===== config.mk =====
export PLATFORM = sky130hd
export DESIGN_NAME = banked_regfile
export DESIGN_NICKNAME = d
export VERILOG_FILES = /design/src/rtl/bank_pkg.sv /design/src/rtl/bank_map.sv /design/src/rtl/gpr_array.sv /design/src/rtl/status_unit.sv /design/src/rtl/banked_regfile.sv
export SDC_FILE = /design/constraint.sdc
export NUM_CORES = 2
export LEC_CHECK = 0
export BUFFER_PORTS_ARGS = -buffer_cell sky130_fd_sc_hd__buf_2
export CAP_MARGIN = 10
export CORE_MARGIN = 2
export CORE_UTILIZATION = 30
export DETAILED_ROUTE_END_ITERATION = 10
export GPL_TIMING_DRIVEN = 0
export PLACE_DENSITY = 0.48
export SYNTH_ARGS = -nofsm -noshare
export SYNTH_HDL_FRONTEND = slang
export SYNTH_SLANG_ARGS = --single-unit

===== constraint.sdc =====
create_clock -name clk_i -period 5.2 [get_ports clk_i]
set_clock_uncertainty 0.05 [all_clocks]
set_input_delay 0.26 -clock clk_i [delete_from_list [all_inputs] [get_ports clk_i]]
set_output_delay 0.26 -clock clk_i [all_outputs]
set_load 0.01 [all_outputs]

===== src/rtl/bank_pkg.sv =====
package bank_pkg;
  localparam int MODE_W   = 5;
  localparam int IDX_W    = 4;
  localparam int N_RD     = 2;
  localparam int N_SLOT   = 31;              // 30 general + program counter
  localparam int SLOT_W   = $clog2(N_SLOT);
  localparam int PC_SLOT  = N_SLOT - 1;
  localparam int FAST_BASE = 15;             // fast-interrupt r8..r14
  localparam int PRIV_BASE = 22;             // sp/lr pairs, IRQ first
  localparam int N_SAV    = 5;

  localparam logic [IDX_W-1:0] IDX_BANK_LO = IDX_W'(8);
  localparam logic [IDX_W-1:0] IDX_SP      = IDX_W'(13);
  localparam logic [IDX_W-1:0] IDX_LR      = IDX_W'(14);
  localparam logic [IDX_W-1:0] IDX_PC      = IDX_W'(15);

  typedef enum logic [MODE_W-1:0] {
    MD_USR  = 5'b10000,
    MD_FAST = 5'b10001,
    MD_IRQ  = 5'b10010,
    MD_SUP  = 5'b10011,
    MD_ABT  = 5'b10111,
    MD_UND  = 5'b11011,
    MD_SYS  = 5'b11111
  } mode_e;

  // order of the last four fixes the sp/lr pair layout
  typedef enum logic [2:0] {
    BK_USR, BK_FAST, BK_IRQ, BK_SUP, BK_ABT, BK_UND
  } bank_e;

  function automatic bank_e bank_of(logic [MODE_W-1:0] m);
    case (m)
      MD_FAST: return BK_FAST;
      MD_IRQ:  return BK_IRQ;
      MD_SUP:  return BK_SUP;
      MD_ABT:  return BK_ABT;
      MD_UND:  return BK_UND;
      default: return BK_USR;
    endcase
  endfunction
endpackage


===== src/rtl/bank_map.sv =====
module bank_map
  import bank_pkg::*;
(
  input  bank_e              bank_i,
  input  logic [IDX_W-1:0]   idx_i,
  output logic [SLOT_W-1:0]  slot_o
);
  logic [SLOT_W-1:0] pair_base;

  assign pair_base = SLOT_W'(PRIV_BASE + 2 * (int'(bank_i) - int'(BK_IRQ)));

  always_comb begin
    slot_o = SLOT_W'(idx_i);
    if (idx_i == IDX_PC) begin
      slot_o = SLOT_W'(PC_SLOT);
    end else if (idx_i >= IDX_BANK_LO) begin
      if (bank_i == BK_FAST)
        slot_o = SLOT_W'(FAST_BASE) + SLOT_W'(idx_i - IDX_BANK_LO);
      else if (idx_i >= IDX_SP && bank_i != BK_USR)
        slot_o = pair_base + SLOT_W'(idx_i - IDX_SP);
    end
  end
endmodule


===== src/rtl/gpr_array.sv =====
module gpr_array #(
  parameter int DATA_W = 32,
  parameter int N      = 31,
  parameter int SW     = 5,
  parameter int NRD    = 2
) (
  input  logic                       clk_i,
  input  logic                       rst_ni,
  input  logic                       we_i,
  input  logic [SW-1:0]              wslot_i,
  input  logic [DATA_W-1:0]          wdata_i,
  input  logic                       lk_we_i,
  input  logic [SW-1:0]              lk_slot_i,
  input  logic [DATA_W-1:0]          lk_data_i,
  input  logic [NRD-1:0][SW-1:0]     rslot_i,
  output logic [NRD-1:0][DATA_W-1:0] rdata_o
);
  localparam int DEPTH = 2 ** SW;

  logic [DATA_W-1:0] mem [DEPTH];

  for (genvar s = 0; s < DEPTH; s++) begin : g_slot
    if (s < N) begin : g_live
      logic [DATA_W-1:0] q;
      always_ff @(posedge clk_i or negedge rst_ni) begin
        if (!rst_ni)                            q <= '0;
        else if (lk_we_i && lk_slot_i == SW'(s)) q <= lk_data_i;   // link wins
        else if (we_i && wslot_i == SW'(s))      q <= wdata_i;
      end
      assign mem[s] = q;
    end else begin : g_pad
      assign mem[s] = '0;
    end
  end

  for (genvar r = 0; r < NRD; r++) begin : g_rd
    assign rdata_o[r] = (we_i && wslot_i == rslot_i[r]) ? wdata_i : mem[rslot_i[r]];
  end
endmodule


===== src/rtl/status_unit.sv =====
module status_unit
  import bank_pkg::*;
#(
  parameter int                DATA_W   = 32,
  parameter logic [DATA_W-1:0] RST_STAT = '0
) (
  input  logic                clk_i,
  input  logic                rst_ni,
  input  logic                stat_we_i,
  input  logic [DATA_W-1:0]   stat_wdata_i,
  input  logic                sav_re_i,
  input  logic                sav_we_i,
  input  logic [DATA_W-1:0]   sav_wdata_i,
  input  logic                exc_fire_i,
  input  bank_e               exc_bank_i,
  input  logic [MODE_W-1:0]   exc_mode_i,
  output logic [DATA_W-1:0]   stat_o,
  output bank_e               cur_bank_o,
  output logic [DATA_W-1:0]   sav_rdata_o,
  output logic                sav_err_o
);
  localparam int SIW = $clog2(N_SAV);

  logic [DATA_W-1:0] stat_q;
  logic [DATA_W-1:0] sav_q [2**SIW];
  bank_e             cur_bank;
  logic              has_sav;
  logic [SIW-1:0]    cur_sidx;
  logic              sav_wr_ok;

  assign cur_bank  = bank_of(stat_q[MODE_W-1:0]);
  assign has_sav   = (cur_bank != BK_USR);
  assign cur_sidx  = has_sav ? SIW'(int'(cur_bank) - 1) : '0;
  assign sav_wr_ok = sav_we_i && !exc_fire_i && has_sav;

  always_ff @(posedge clk_i or negedge rst_ni) begin
    if (!rst_ni)         stat_q <= RST_STAT;
    else if (exc_fire_i) stat_q <= {stat_q[DATA_W-1:MODE_W], exc_mode_i};
    else if (stat_we_i)  stat_q <= stat_wdata_i;
  end

  for (genvar k = 0; k < 2**SIW; k++) begin : g_sav
    if (k < N_SAV) begin : g_live
      localparam bank_e OWN = bank_e'(3'(k + 1));
      logic [DATA_W-1:0] q;
      always_ff @(posedge clk_i or negedge rst_ni) begin
        if (!rst_ni)                                q <= '0;
        else if (exc_fire_i && exc_bank_i == OWN)   q <= stat_q;
        else if (sav_wr_ok && cur_bank == OWN)      q <= sav_wdata_i;
      end
      assign sav_q[k] = q;
    end else begin : g_pad
      assign sav_q[k] = '0;
    end
  end

  always_comb begin
    sav_rdata_o = '0;
    if (sav_wr_ok)    sav_rdata_o = sav_wdata_i;
    else if (has_sav) sav_rdata_o = sav_q[cur_sidx];
  end

  assign sav_err_o  = (sav_re_i || sav_we_i) && !has_sav;
  assign stat_o     = stat_q;
  assign cur_bank_o = cur_bank;
endmodule


===== src/rtl/banked_regfile.sv =====
module banked_regfile
  import bank_pkg::*;
#(
  parameter int DATA_W = 32
) (
  input  logic               clk_i,
  input  logic               rst_ni,
  input  logic [3:0]         ra_idx_i,
  output logic [DATA_W-1:0]  ra_data_o,
  input  logic [3:0]         rb_idx_i,
  output logic [DATA_W-1:0]  rb_data_o,
  input  logic               wr_en_i,
  input  logic [3:0]         wr_idx_i,
  input  logic [DATA_W-1:0]  wr_data_i,
  input  logic               stat_we_i,
  input  logic [DATA_W-1:0]  stat_wdata_i,
  output logic [DATA_W-1:0]  stat_o,
  input  logic               sav_re_i,
  input  logic               sav_we_i,
  input  logic [DATA_W-1:0]  sav_wdata_i,
  output logic [DATA_W-1:0]  sav_rdata_o,
  output logic               sav_err_o,
  input  logic               exc_req_i,
  input  logic [4:0]         exc_mode_i,
  input  logic [DATA_W-1:0]  exc_link_i
);
  localparam logic [DATA_W-1:0] RST_STAT = DATA_W'(MD_SUP);

  bank_e                         cur_bank;
  bank_e                         exc_bank;
  logic                          exc_fire;
  logic [IDX_W-1:0]              rd_idx [N_RD];
  logic [N_RD-1:0][SLOT_W-1:0]   rd_slot;
  logic [N_RD-1:0][DATA_W-1:0]   rd_data;
  logic [SLOT_W-1:0]             wr_slot;
  logic [SLOT_W-1:0]             lk_slot;

  assign exc_bank = bank_of(exc_mode_i);
  assign exc_fire = exc_req_i && (exc_bank != BK_USR);

  assign rd_idx[0] = ra_idx_i;
  assign rd_idx[1] = rb_idx_i;

  for (genvar p = 0; p < N_RD; p++) begin : g_rmap
    bank_map u_map (.bank_i(cur_bank), .idx_i(rd_idx[p]), .slot_o(rd_slot[p]));
  end

  bank_map u_wmap (.bank_i(cur_bank), .idx_i(wr_idx_i), .slot_o(wr_slot));
  bank_map u_lmap (.bank_i(exc_bank), .idx_i(IDX_LR),   .slot_o(lk_slot));

  gpr_array #(
    .DATA_W(DATA_W), .N(N_SLOT), .SW(SLOT_W), .NRD(N_RD)
  ) u_gpr (
    .clk_i     (clk_i),
    .rst_ni    (rst_ni),
    .we_i      (wr_en_i),
    .wslot_i   (wr_slot),
    .wdata_i   (wr_data_i),
    .lk_we_i   (exc_fire),
    .lk_slot_i (lk_slot),
    .lk_data_i (exc_link_i),
    .rslot_i   (rd_slot),
    .rdata_o   (rd_data)
  );

  status_unit #(
    .DATA_W(DATA_W), .RST_STAT(RST_STAT)
  ) u_stat (
    .clk_i        (clk_i),
    .rst_ni       (rst_ni),
    .stat_we_i    (stat_we_i),
    .stat_wdata_i (stat_wdata_i),
    .sav_re_i     (sav_re_i),
    .sav_we_i     (sav_we_i),
    .sav_wdata_i  (sav_wdata_i),
    .exc_fire_i   (exc_fire),
    .exc_bank_i   (exc_bank),
    .exc_mode_i   (exc_mode_i),
    .stat_o       (stat_o),
    .cur_bank_o   (cur_bank),
    .sav_rdata_o  (sav_rdata_o),
    .sav_err_o    (sav_err_o)
  );

  assign ra_data_o = rd_data[0];
  assign rb_data_o = rd_data[1];
endmodule


==> run_results.csv <==
group,metric,value,unit
critical_path,critPathLaunchType,"flop",
critical_path,crit_required,4.89,ns
die,io_pins,281,
power_and_ir_drop,internal-power,24.41,mW
detailed_routing,routed_wl,416.1,mm
cts,cts_root_buf,"clkbuf_16",
critical_path,cp-startpoint,"u_stat.stat_o[4]$_DFFE_PN1P_",
outcome,outcome,"complete, but fails checks",
timing,rsz0062_at_grt,"true",
final_layout,layout_commonest_cell,"nand2_1",
timing,fin_ws,-0.7383,ns
cts,clkSinkCount,1184,
cts,insertion_delay,0.83,ns
synth,synth_cell_type_count,90,
final_layout,design_area,90840,sq um
final_layout,nNetsFinal,8438,
final_layout,stdcell_count,11490,
placed_design,dp_hpwl,286.9,mm
synth,syn_avg_cell_area,9.407,sq um
critical_path,reg2reg_from,"u_stat.stat_o[4]$_DFFE_PN1P_",
detailed_routing,dr.pass1.iters,10,
global_route,grt_pass1_vias,66930,
synth,async_reset_ff_share,100.0,%
synth,yosysSeqAreaShare,42.11,%
detailed_routing,via_per_inst,6.055,
detailed_routing,detail-route-antenna-nets,0,
cts,htreeDepth,4,
critical_path,crit_type,"flop to primary output",
timing,setup_violations,476,
critical_path,critPathMaxFanout,10,
timing,hold_viol_final,11,
timing,period_share,114.2,%
placed_design,io_buffers,279,
synth,synth_nets,7683,
synth,netlist_area,70380,sq um
die,initial_core_util,30.21,%
placed_design,place_ws,-2.594,ns
power_and_ir_drop,power.density,434.3,nW/um^2
timing,fin_tns_setup,-135.93,ns
power_and_ir_drop,ir_worst_vdd,250.5,uV
placed_design,place_inst,10940,
power_and_ir_drop,power_frac_clock,28.1,%
min_path,hp-class,"input pin to asynchronous set/reset pin",
timing,worst_pin_slew,1.479,ns
global_route,grt_max_degree,153,
timing,worst_hold_slack,-0.02760,ns
detailed_routing,drtIter0Drc,9355,
die,fp.dieW,488.3,microns
cts,numCtsBuffers,152,
die,rows,177,
timing,fmax,168.4,MHz
outcome,violations,"negative hold slack, negative setup slack",
detailed_routing,route.vias.total,69580,
timing,relSlewSlack,1.382,%
global_route,antenna_found_initial,50,
synth,synthFlopType,"dfrtp_1",
die,die_y,488.3,microns
power_and_ir_drop,p_comb_share,34.2,%
power_and_ir_drop,p_seq_share,37.7,%
job,maxCapViolations,0,
final_layout,final_cell_mix,"nand2_1, dfrtp_1, mux2i_1, mux2_2, o21ai_0",
cts,clock_path_buffers,3,
global_route,grtUsageTotal,33.86,%
timing,layout_min_cycle_time,5.938,ns
synth,synth_warnings,0,
synth,synth_top_cell_area_share,41.99,%
timing,slew_violations,0,
cts,cts_tree,"yes",
placed_design,placed_area,76510,sq um
power_and_ir_drop,swShare,38.13,%
placed_design,gp_congestion,1.008,
die,die_area,238500,sq um
synth,ys_top_cells_by_area,"dfrtp_1, mux2i_1, mux2_2, nand2_1, o21ai_0",
final_layout,final_layout_size_suffix_gt1_share,26.52,%
critical_path,cp.arrival,5.63,ns
die,core,233000,sq um
power_and_ir_drop,p_switching,15.04,mW
synth,syn-instance-count,7481,
final_layout,utilization,38.99,%
cts,path_clk_slew,0.06,ns
final_layout,area.growth.synth_to_final,29.07,%
synth,yosysTopAreaCell,"dfrtp_1",
synth,ys_ff_latch,1184,
detailed_routing,wl_per_cell,36.21,microns
power_and_ir_drop,leakagePower,40.66,nW
critical_path,endpoint_kind,"primary output",
synth,synth_edf_count,0,
global_route,grt_pass1_wl,558.6,mm
power_and_ir_drop,total_power,39.45,mW
detailed_routing,drcViolationCount,0,
global_route,grt-ovfl-total,0,
## state kept, by name, summed over array words and instances (netlist names)
signal                 cells
u_gpr.g_slot.g_live.q    992
u_stat.g_sav.g_live.q    160
u_stat.stat_o             32
## path summary, 6_finish.rpt
kind                                                             end  slack (ns)  cells past startpoint
max                                                    ra_data_o[14]       -0.74                     17
min                         u_gpr.g_slot[23].g_live.q[5]$_DFFE_PN0P_       -0.03                      2
max reg2reg                u_gpr.g_slot[27].g_live.q[13]$_DFFE_PN0P_       -0.63                     15
min reg2reg                 u_stat.g_sav[0].g_live.q[29]$_DFFE_PN0P_        0.42                      2
max in group asynchronous  u_gpr.g_slot[20].g_live.q[24]$_DFFE_PN0P_        1.95                      6
min in group clk_i          u_gpr.g_slot[17].g_live.q[0]$_DFFE_PN0P_        0.06                      5
## cells in the mapped netlist, types with 36 or more instances
cell and number:
a21o_1 36, nand2_1 1552, and3_1 191, nor2_1 251, a21oi_1 398, buf_2 209, a31oi_1 164, mux2i_1 863
o21ai_0 461, inv_1 38, buf_1 44, mux2_1 94, a211oi_1 127, clkbuf_1 440, mux2_2 573, o22ai_1 94
nand3_1 209, dfrtp_1 1181, ha_1 47
## per-layer routing
| metal | share of wire [%] | vias up | global-route usage (%) | routed length, microns |
|---|---|---|---|---|
| li1 | - | 28180 | - | - |
| met1 | 40 | 35290 | 43.63 | 165900 |
| met2 | 41 | 4767 | 48.09 | 170000 |
| met3 | 12 | 1293 | 12.19 | 49530 |
| met4 | 7.2 | 48 | 20.31 | 29770 |
| met5 | 0.23 | - | 1.266 | 950 |
## timing repair
item | CTS | global route
setup buffers | 64 | 46
hold endpoints to repair | 422 | 0
endpoints found under the setup margin | 1066 | 711
hold buffers | 162 | 0
gates cloned | 10 | 2
pin swaps | 92 | 72
gates resized for setup | 1248 | 304
## logic make-up after synthesis
| logic type | share of synthesized area (%) |
|---|---|
| xor+xnor | 0.3751 |
| compound gates | 13.80 |
| simple gates | 14.08 |
| buf+inv | 4.686 |
| fa+ha+maj | 0.9209 |
| mux | 24.04 |
| flops | 42.11 |
## final cells by class
cell class                 count  area, sq um
antenna                       12        30.03
buffer                       719         5419
clock buffer                 216         4389
clock inverter                48        628.1
fill                       23300       142100
inverter                      39        151.4
multi-input combinational   5529        41370
sequential                  1184        29630
tap                         3132         3919
timing repair buffer         611         5294
## power by group through the flow
| stage | logic, mW | clock network, mW | registers [mW] |
|---|---|---|---|
| finish | 13.5 | 11.1 | 14.9 |
| global route | 14.2 | 11.5 | 15.2 |
| CTS | 12.7 | 11.1 | 14.7 |
| detailed placement | 11.1 | 0 | 14.8 |
| global placement | 10.8 | 0 | 14.8 |
| floorplan | 6.98 | 0 | 14.0 |
## worst max-delay path, cell delays in order (launching register included)
cell and delay [ns]:
dfstp_2 0.55, buf_12 0.13, or4bb_4 0.59, ha_4 0.32
inv_6 0.05, ha_4 0.26, ha_1 0.22, a21o_1 0.18
a21oi_1 0.15, xnor3_1 0.29, a32oi_4 0.22, buf_12 0.17
nand2b_4 0.24, clkbuf_8 0.31, a21o_1 0.18, a2111oi_4 0.11
o41ai_4 0.55, buf_2 0.23
Power figures use the tool's default switching activity.
